`src/rtl/mpc_rx_pkg.sv`:
```
package mpc_rx_pkg;
    typedef enum logic [2:0] {
        RX_IDLE,
        RX_START,
        RX_DATA,
        RX_NINTH,
        RX_STOP
    } rx_state_e;
endpackage

```
`src/rtl/mpc_addr_match.sv`:
```
module mpc_addr_match #(
    parameter int unsigned W = 8
) (
    input  logic [W-1:0] rx_byte,
    input  logic [W-1:0] own,
    input  logic [W-1:0] mask,
    output logic         hit
);
    logic [W-1:0] bc_pat;
    logic         hit_given;
    logic         hit_bcast;

    always_comb begin
        bc_pat    = own | mask;
        hit_given = ((rx_byte ^ own) & mask) == '0;
        hit_bcast = ((~rx_byte) & bc_pat) == '0;
        hit       = hit_given | hit_bcast;
    end
endmodule

```
`src/rtl/mpc_rx_fsm.sv`:
```
module mpc_rx_fsm
    import mpc_rx_pkg::*;
#(
    parameter int unsigned W   = 8,
    parameter int unsigned OSR = 16
) (
    input  logic         clk,
    input  logic         rst_n,
    input  logic         tick,
    input  logic         rxd_s,
    input  logic         en,
    input  logic         nine_bit,
    output logic         frame_done,
    output logic [W-1:0] rx_byte,
    output logic         bit9,
    output logic         stop_bit
);
    localparam int unsigned CW  = $clog2(OSR);
    localparam int unsigned IW  = $clog2(W);
    localparam int unsigned MID = OSR / 2 - 1;

    rx_state_e      state, nxt;
    logic [CW-1:0]  os_cnt;
    logic [IW-1:0]  bit_idx;
    logic [W-1:0]   shreg;
    logic           bit9_r;
    logic           os_last;
    logic           os_mid;

    assign os_last = tick && (os_cnt == CW'(OSR - 1));
    assign os_mid  = tick && (os_cnt == CW'(MID));

    always_ff @(posedge clk or negedge rst_n) begin
        if (!rst_n) state <= RX_IDLE;
        else        state <= nxt;
    end

    always_comb begin
        nxt = state;
        unique case (state)
            RX_IDLE:  if (en && tick && !rxd_s) nxt = RX_START;
            RX_START: if (!en) nxt = RX_IDLE;
                      else if (os_mid) nxt = rxd_s ? RX_IDLE : RX_DATA;
            RX_DATA:  if (!en) nxt = RX_IDLE;
                      else if (os_last && bit_idx == IW'(W - 1))
                          nxt = nine_bit ? RX_NINTH : RX_STOP;
            RX_NINTH: if (!en) nxt = RX_IDLE;
                      else if (os_last) nxt = RX_STOP;
            RX_STOP:  if (!en || os_last) nxt = RX_IDLE;
            default:  nxt = RX_IDLE;
        endcase
    end

    always_ff @(posedge clk or negedge rst_n) begin
        if (!rst_n) begin
            os_cnt  <= '0;
            bit_idx <= '0;
            shreg   <= '0;
            bit9_r  <= 1'b0;
        end else begin
            if (state != nxt)
                os_cnt <= '0;
            else if (tick)
                os_cnt <= (os_cnt == CW'(OSR - 1)) ? '0 : os_cnt + 1'b1;
            if (state == RX_START)
                bit_idx <= '0;
            else if (state == RX_DATA && os_last) begin
                shreg   <= {rxd_s, shreg[W-1:1]};
                bit_idx <= bit_idx + 1'b1;
            end
            if (state == RX_NINTH && os_last)
                bit9_r <= rxd_s;
        end
    end

    always_comb begin
        frame_done = en && (state == RX_STOP) && os_last;
        rx_byte    = shreg;
        bit9       = bit9_r;
        stop_bit   = rxd_s;
    end


    false_start_chk: assert property (@(posedge clk) disable iff (!rst_n)
        (state == RX_START && en && os_mid && rxd_s) |=> (state == RX_IDLE));


    rx_off_chk: assert property (@(posedge clk) disable iff (!rst_n)
        !en |=> (state == RX_IDLE));
endmodule

```
`src/rtl/mpc_rx_filter.sv`:
```
module mpc_rx_filter #(
    parameter int unsigned W   = 8,
    parameter int unsigned OSR = 16
) (
    input  logic         clk,
    input  logic         rst_n,
    input  logic         rxd,
    input  logic         tick16,
    input  logic [1:0]   mode,
    input  logic         mp_en,
    input  logic         fe_view,
    input  logic [W-1:0] own_addr,
    input  logic [W-1:0] addr_mask,
    input  logic         ri_clr,
    input  logic         fe_clr,
    output logic [W-1:0] rx_data,
    output logic         rx_bit9,
    output logic         ri,
    output logic         fe
);
    logic [1:0]   sync_q;
    logic         rx_en;
    logic         nine_bit;
    logic         frame_done;
    logic [W-1:0] got_byte;
    logic         got_bit9;
    logic         got_stop;
    logic         ninth;
    logic         addr_hit;
    logic         accept;

    always_ff @(posedge clk or negedge rst_n) begin
        if (!rst_n) sync_q <= 2'b11;
        else        sync_q <= {sync_q[0], rxd};
    end

    assign rx_en    = (mode != 2'b00);
    assign nine_bit = mode[1];

    mpc_rx_fsm #(.W(W), .OSR(OSR)) u_fsm (
        .clk        (clk),
        .rst_n      (rst_n),
        .tick       (tick16),
        .rxd_s      (sync_q[1]),
        .en         (rx_en),
        .nine_bit   (nine_bit),
        .frame_done (frame_done),
        .rx_byte    (got_byte),
        .bit9       (got_bit9),
        .stop_bit   (got_stop)
    );

    mpc_addr_match #(.W(W)) u_match (
        .rx_byte (got_byte),
        .own     (own_addr),
        .mask    (addr_mask),
        .hit     (addr_hit)
    );

    always_comb begin
        ninth  = nine_bit ? got_bit9 : got_stop;
        accept = frame_done && got_stop && !ri && (!mp_en || (ninth && addr_hit));
    end

    always_ff @(posedge clk or negedge rst_n) begin
        if (!rst_n) begin
            rx_data <= '0;
            rx_bit9 <= 1'b0;
            ri      <= 1'b0;
            fe      <= 1'b0;
        end else begin
            if (accept) begin
                rx_data <= got_byte;
                rx_bit9 <= ninth;
                ri      <= 1'b1;
            end else if (ri_clr) begin
                ri <= 1'b0;
            end
            if (frame_done && fe_view && !got_stop) fe <= 1'b1;
            else if (fe_clr)                        fe <= 1'b0;
        end
    end


    held_data_chk: assert property (@(posedge clk) disable iff (!rst_n)
        ri |=> ($stable(rx_data) && $stable(rx_bit9)));


    ri_clear_chk: assert property (@(posedge clk) disable iff (!rst_n)
        (ri && ri_clr) |=> !ri);


    fe_quiet_chk: assert property (@(posedge clk) disable iff (!rst_n)
        (!fe_view && !fe) |=> !fe);


    data_frame_chk: assert property (@(posedge clk) disable iff (!rst_n)
        (frame_done && mp_en && nine_bit && !got_bit9 && !ri_clr)
            |=> ($stable(ri) && $stable(rx_data)));
endmodule

```
`config.mk`:
```
export PLATFORM = sky130hd
export DESIGN_NAME = mpc_rx_filter
export DESIGN_NICKNAME = d
export VERILOG_FILES = /design/src/rtl/mpc_rx_pkg.sv /design/src/rtl/mpc_addr_match.sv /design/src/rtl/mpc_rx_fsm.sv /design/src/rtl/mpc_rx_filter.sv
export SDC_FILE = /design/constraint.sdc
export NUM_CORES = 1
export LEC_CHECK = 0
export CORE_MARGIN = 10
export CORE_UTILIZATION = 47
export CTS_BUF_LIST = sky130_fd_sc_hd__clkbuf_8
export CTS_CLUSTER_SIZE = 10
export DETAILED_ROUTE_END_ITERATION = 6
export PLACE_DENSITY = 0.78
export SYNTH_ARGS = -nofsm -noshare
export SYNTH_HDL_FRONTEND = slang
export SYNTH_SLANG_ARGS = --single-unit
```
`constraint.sdc`:
```
create_clock -name clk -period 2 [get_ports clk]
set_input_delay 0.6 -clock clk [delete_from_list [all_inputs] [get_ports clk]]
set_output_delay 0.6 -clock clk [all_outputs]
set_load 0.01 [all_outputs]
```
* After elaboration in Yosys (flattened, before gate mapping)
Index checks and enable logic that the tools add are counted.
** Storage, ports and cells
- Register bits :: 32
- Input bits :: 26
- Output and inout port bits :: 11
- Word-level logic and storage cells :: 78
** Operators by class
- Add/sub/neg operators :: 2
- Equal/unequal tests :: 8
- Mux-type cells :: 21
- Bitwise operators :: 7
- Reductions and logical operators :: 30
** Operators with widths (number)
- $mux W3 :: 11
- $and A8 B8 Y8 :: 2
- $logic_not A8 Y1 :: 2
- $logic_and A1 B1 Y1 :: 15
- $pmux W3 S5 :: 1
- $mux W4 :: 3
- $reduce_bool A2 Y1 :: 5
- $not A8 Y8 :: 1
- $or A8 B8 Y8 :: 1
- $xor A8 B8 Y8 :: 1
- $eq A3 B2 Y1 const B :: 2
- $eq A3 B3 Y1 const B :: 2
- $mux W1 :: 5
- $add A4 B1 Y4 const B :: 1
- $eq A4 B3 Y1 const B :: 1
- $eq A4 B4 Y1 const B :: 1
- $logic_not A1 Y1 :: 4
- $add A3 B1 Y3 const B :: 1
- $eq A3 B1 Y1 const B :: 1
- $logic_not A3 Y1 :: 1
- $ne A3 B3 Y1 :: 1
- $logic_or A1 B1 Y1 :: 2
- $mux W2 :: 1
- $reduce_and A2 Y1 :: 1
- other kinds (2) :: 2

* Longest topological paths before layout
- Depth in word-level cells :: 8
- Depth in mapped cells :: 7
- Gate-level depth less buffers :: 7

* By module
A second synthesis with hierarchy kept.
** Unflattened totals
- Cells, all modules :: 165
- Area, all modules :: 1781.7 sq um
** Modules (own cells, without submodules)
- mpc_rx_fsm :: times used 1, cells each 104, area an instance 1072.3 sq um
- mpc_rx_filter :: times used 1, cells each 35, area an instance 519.2 sq um
- mpc_addr_match :: times used 1, cells each 26, area an instance 190.2 sq um

* Least setup slack after synthesis
OpenSTA, ideal clock, no wires.
- Path type :: input port to flip-flop
- From :: in tick16
- To :: reg u_fsm.os_cnt[0]
- Library setup time :: 80 ps
- Arrival :: 2107 ps
- Data required time :: 1920 ps
- Slack :: -187 ps
- Stages on the path :: 7
- Cells stage by stage :: buf_4 > and4_4 > buf_6 > o31a_1 > or3_1 > a221o_1 > nor3b_2
** On the way
- Word-level cells in the longest chain between the ends :: 7
- Elaborated cells on any way between the ends :: 18
- Classes of those cells :: 1 x eq/ne; 10 x mux; 7 x reduce/logical
** RTL lines
- start: declaration :: line mpc_rx_filter.sv:8 : input logic tick16,
- $logic_and A1 B1 Y1 :: line mpc_rx_fsm.sv:30 : assign os_last = tick && (os_cnt == CW'(OSR - 1));
- $logic_and A1 B1 Y1 :: line mpc_rx_fsm.sv:45 : else if (os_last && bit_idx == IW'(W - 1))
- $mux W3 :: line mpc_rx_fsm.sv:45
- $mux W3 :: line mpc_rx_fsm.sv:44 : RX_DATA: if (!en) nxt = RX_IDLE;
- $pmux W3 S5 :: line mpc_rx_fsm.sv:40 : unique case (state)
- $ne A3 B3 Y1 :: line mpc_rx_fsm.sv:61 : if (state != nxt)
- $mux W4 / $reduce_bool A2 Y1 (equally long branches)
- end signal: assignment :: line mpc_rx_fsm.sv:64 : os_cnt <= (os_cnt == CW'(OSR - 1)) ? '0 : os_cnt + 1'b1;
- end: declaration :: line mpc_rx_fsm.sv:23 : logic [CW-1:0] os_cnt;
Parallel ways exist; a longest one is shown, timed or not.
A chain may end at the register's enable or synchronous reset.

* Final worst setup path
- From :: in addr_mask[2]
- To :: reg rx_data[2]
** On the way
- Word-level cells in the longest chain between the ends :: 7
- Elaborated cells on any way between the ends :: 9
- Classes of those cells :: 4 x bitwise; 5 x reduce/logical
** RTL lines
- start: declaration :: line mpc_rx_filter.sv:13 : input logic [W-1:0] addr_mask,
- $or A8 B8 Y8 :: line mpc_addr_match.sv:14 : bc_pat = own | mask;
- $and A8 B8 Y8 :: line mpc_addr_match.sv:16 : hit_bcast = ((~rx_byte) & bc_pat) == '0;
- $logic_not A8 Y1 :: line mpc_addr_match.sv:16
- $or A1 B1 Y1 * :: line mpc_addr_match.sv:17 : hit = hit_given | hit_bcast;
- $logic_and A1 B1 Y1 * :: line mpc_rx_filter.sv:62 : accept = frame_done && got_stop && !ri && (!mp_en || (ninth && addr_hit));
- $logic_or A1 B1 Y1 * :: line mpc_rx_filter.sv:62
- $logic_and A1 B1 Y1 * :: line mpc_rx_filter.sv:62
- end signal: assignment :: line mpc_rx_filter.sv:73 : rx_data <= got_byte;
- end: declaration :: line mpc_rx_filter.sv:16 : output logic [W-1:0] rx_data,
Every way passes the cells marked *; elsewhere a longest branch is shown, timed or not.

==> run metrics <==
Final Hold Viols 0; port bufs 36; gpl congestion between 0.8 and 0.9; Ys Warns 0; CTS Root Cell clkbuf_8; commonest non-fill, non-tap cell in the layout dfrtp_1; Fmax achieved just over 500 MHz; Max IR drop VDD roughly 500 µV; RSZ-0062 raised after global routing true; Placement Rows 21; initial antenna violation count 0; share of cells above drive strength 1 0.278; post-synthesis net count 184; CP Max Fanout 8; Final Critical Period 1.95 ns; FF-to-FF setup slack roughly 0.070 ns; GRT Util Overall 0.145; synthesized area approximately 1700 µm²; clock slew at reported path FFs ~0.07 ns; Pleak roughly 1.2 nW; Inserted Diodes 0; Mean Syn Cell Area between 10 and 15 µm²; drt drc 0; Hold Startpoint sync_q[0]; wire per inst 17.3 µm; Overflow after GRT 0; CTS Hold Bufs 0; Total Nets Final 251; Vias roughly 1.5k; global-route wire length before repair ~7.6 mm; status finished clean; vias per inst 5.71; worst slew pin tran ~0.27 ns; Layout Skew between 0.008 and 0.009 ns; Worst Hold Depth 0; power per cell area roughly 680 nW/µm²; RR Startpoint u_fsm.os_cnt[1]; Core Area ~3400 µm²; Reg area roughly 800 µm²; Power, Total 1.68 mW; period utilization 0.973; crit path DAT around 2.2 ns; post-route ant nets 0; final WL roughly 4.7 mm; Area Overhead vs Synth 42.5%; Clk Latency, worst-skew pair between 0.2 and 0.3 ns; Starting Density 0.502; type of element capturing the critical path flip-flop; worst hold slack approximately 0.36 ns; H-tree depth 2; Crit Reg-Reg Endpoint u_fsm.os_cnt[0]; Critical Path Source Type primary input; post-placement cell count 257; Sinks on Clock Net 32; Endpoint, Worst Hold sync_q[1]; largest net degree at the start of global routing 33; die width just over 80 µm; commonest cells after routing, fill and taps aside dfrtp_1 (30), buf_4 (28), clkdlybuf4s50_1 (17), dlygate4sd2_1 (15), mux2_2 (10); Syn Inst Count between 150 and 200; Final Core Density 0.716; Final setup viols 0; die height 80.7 µm; CTS buffer count 5; fin cells roughly 270; vias in the first global route between 1.5k and 2k; kind of critical path in -> reg; DIE AREA ~6500 µm²; CTS Buffer Depth 2; r2r worst-path depth 6; HP Class reg -> reg; CP required about 2.2 ns; fin. max-slew vios 0; DRT Pass-1 Iters 4; DR iter-0 viols 87; # IOs 37; Max-cap violations 0; area of the multi-input gates roughly 900 µm²; post-DP HPWL 3.36 mm; FF+latch count, synth 32; Filler cells 256; Slew headroom 0.813; CTS tree done; register area share after synthesis 0.465; Netlist cell types between 40 and 50
critical path, cell delays in order:
cell           delay (ns)
dlygate4sd2_1        0.24
o21bai_1             0.18
o2111ai_1            0.15
or3_4                0.37
buf_6                0.13
o211ai_1             0.10
buf_4                0.20
a32o_1               0.18
registers in the layout, indices dropped and copies added (netlist names):
| register | flops |
|---|---|
| rx_data | 8 |
| u_fsm.rx_byte | 8 |
| u_fsm.os_cnt | 4 |
| u_fsm.bit_idx | 3 |
| u_fsm.state | 3 |
| sync_q | 2 |
| fe | 1 |
| ri | 1 |
| rx_bit9 | 1 |
| u_fsm.bit9 | 1 |
kinds of logic after synthesis:
family          after synthesis  share of synthesized area
compound gates               46                      0.206
simple gates                 43                      0.142
flops                        32                      0.465
mux                          13                     0.0825
xor+xnor                     10                     0.0507
buf+inv                       8                     0.0326
fa+ha+maj                     3                     0.0217
worst max path at each step:
stage / startpoint / end / slack, ns / depth (start not counted)
final: addr_mask[2] / rx_data[2] / 0.05 / 8
after global routing: u_fsm.os_cnt[1] / u_fsm.os_cnt[0] / -0.02 / 6
after CTS: addr_mask[0] / rx_data[6] / 0.008 / 8
after detailed placement: own_addr[7] / rx_data[2] / -0.47 / 8
after global placement: tick16 / u_fsm.rx_byte[0] / -0.35 / 6
after floorplan: tick16 / u_fsm.os_cnt[0] / -0.06 / 7
through the flow:
stage	cell area, µm²	TNS [ns]	setup slack [ns]
3_3_place_gp	2310	-7.63	-0.351
3_5_place_dp	2310	-9.54	-0.470
6_report	2460	0	0.0544
2_1_floorplan	1740	-0.123	-0.0617
4_1_cts	2440	0	0.00832
5_1_grt	2460	-0.0243	-0.0218
power breakdown:
group	internal (mW)	total, mW	switching [mW]
Combinational	0.189	0.344	0.155
Sequential	0.684	0.724	0.0400
Clock	0.368	0.611	0.242
layer usage:
metal	vias up	wire, µm	global-route usage
li1	735	-	-
met1	754	2050	0.184
met2	43	2350	0.240
met3	4	212	0.0323
met4	0	51	0.0415
met5	-	0	0
cell type report:
class / instances / share of cell area
clock buffer: 5 / 0.0279
clock inverter: 3 / 0.0173
inverter: 2 / 0.00305
multi-input combinational: 115 / 0.365
sequential: 32 / 0.326
tap: 46 / 0.0234
timing repair buffer: 66 / 0.238
cell usage after synthesis (all sizes together):
master   instances  area [µm²]
and3             1        6.26
a22oi            4        30.0
a211o            1        8.76
dfstp            2        52.6
o2111ai          1        8.76
o311ai           1        8.76
nand3            5        25.0
nand2b           2        12.5
nand2            5        18.8
o21bai           4        30.0
or2              1        6.26
dfrtp           30         751
buf              4        41.3
nor4             1        6.26
a21oi            6        30.0
xor2             9        78.8
o211ai           3        22.5
o31a             1        8.76
mux2i            3        30.0
a31o             1        8.76
a41o             1        10.0
a22o             5        43.8
mux2            10         113
o22ai            3        18.8
o21ai            3        15.0
nand4            4        25.0
nor3b            4        40.0
nand4b           1        8.76
or3              2        12.5
nor2            10        37.5
a32o             8        80.1
ha               3        37.5
a21boi           1        7.51
xnor2            1        8.76
a221o            1        10.0
a31oi            1        6.26
o221ai           1        8.76
nor2b            4        25.0
clkbuf           2        7.51
inv              2        7.51
nor3             2        10.0
and4             1        11.3
what timing repair did:
| action | 4_1_cts | 5_1_grt |
|---|---|---|
| buffers inserted | 2 | 2 |
| setup endpoints to repair | 22 | 11 |
| cloned | 0 | 0 |
| endpoints found under the hold margin | 0 | 0 |
| pin swaps | 17 | 12 |
| resized for setup | 25 | 6 |
Note: power is estimated with default switching activity, not from simulation.
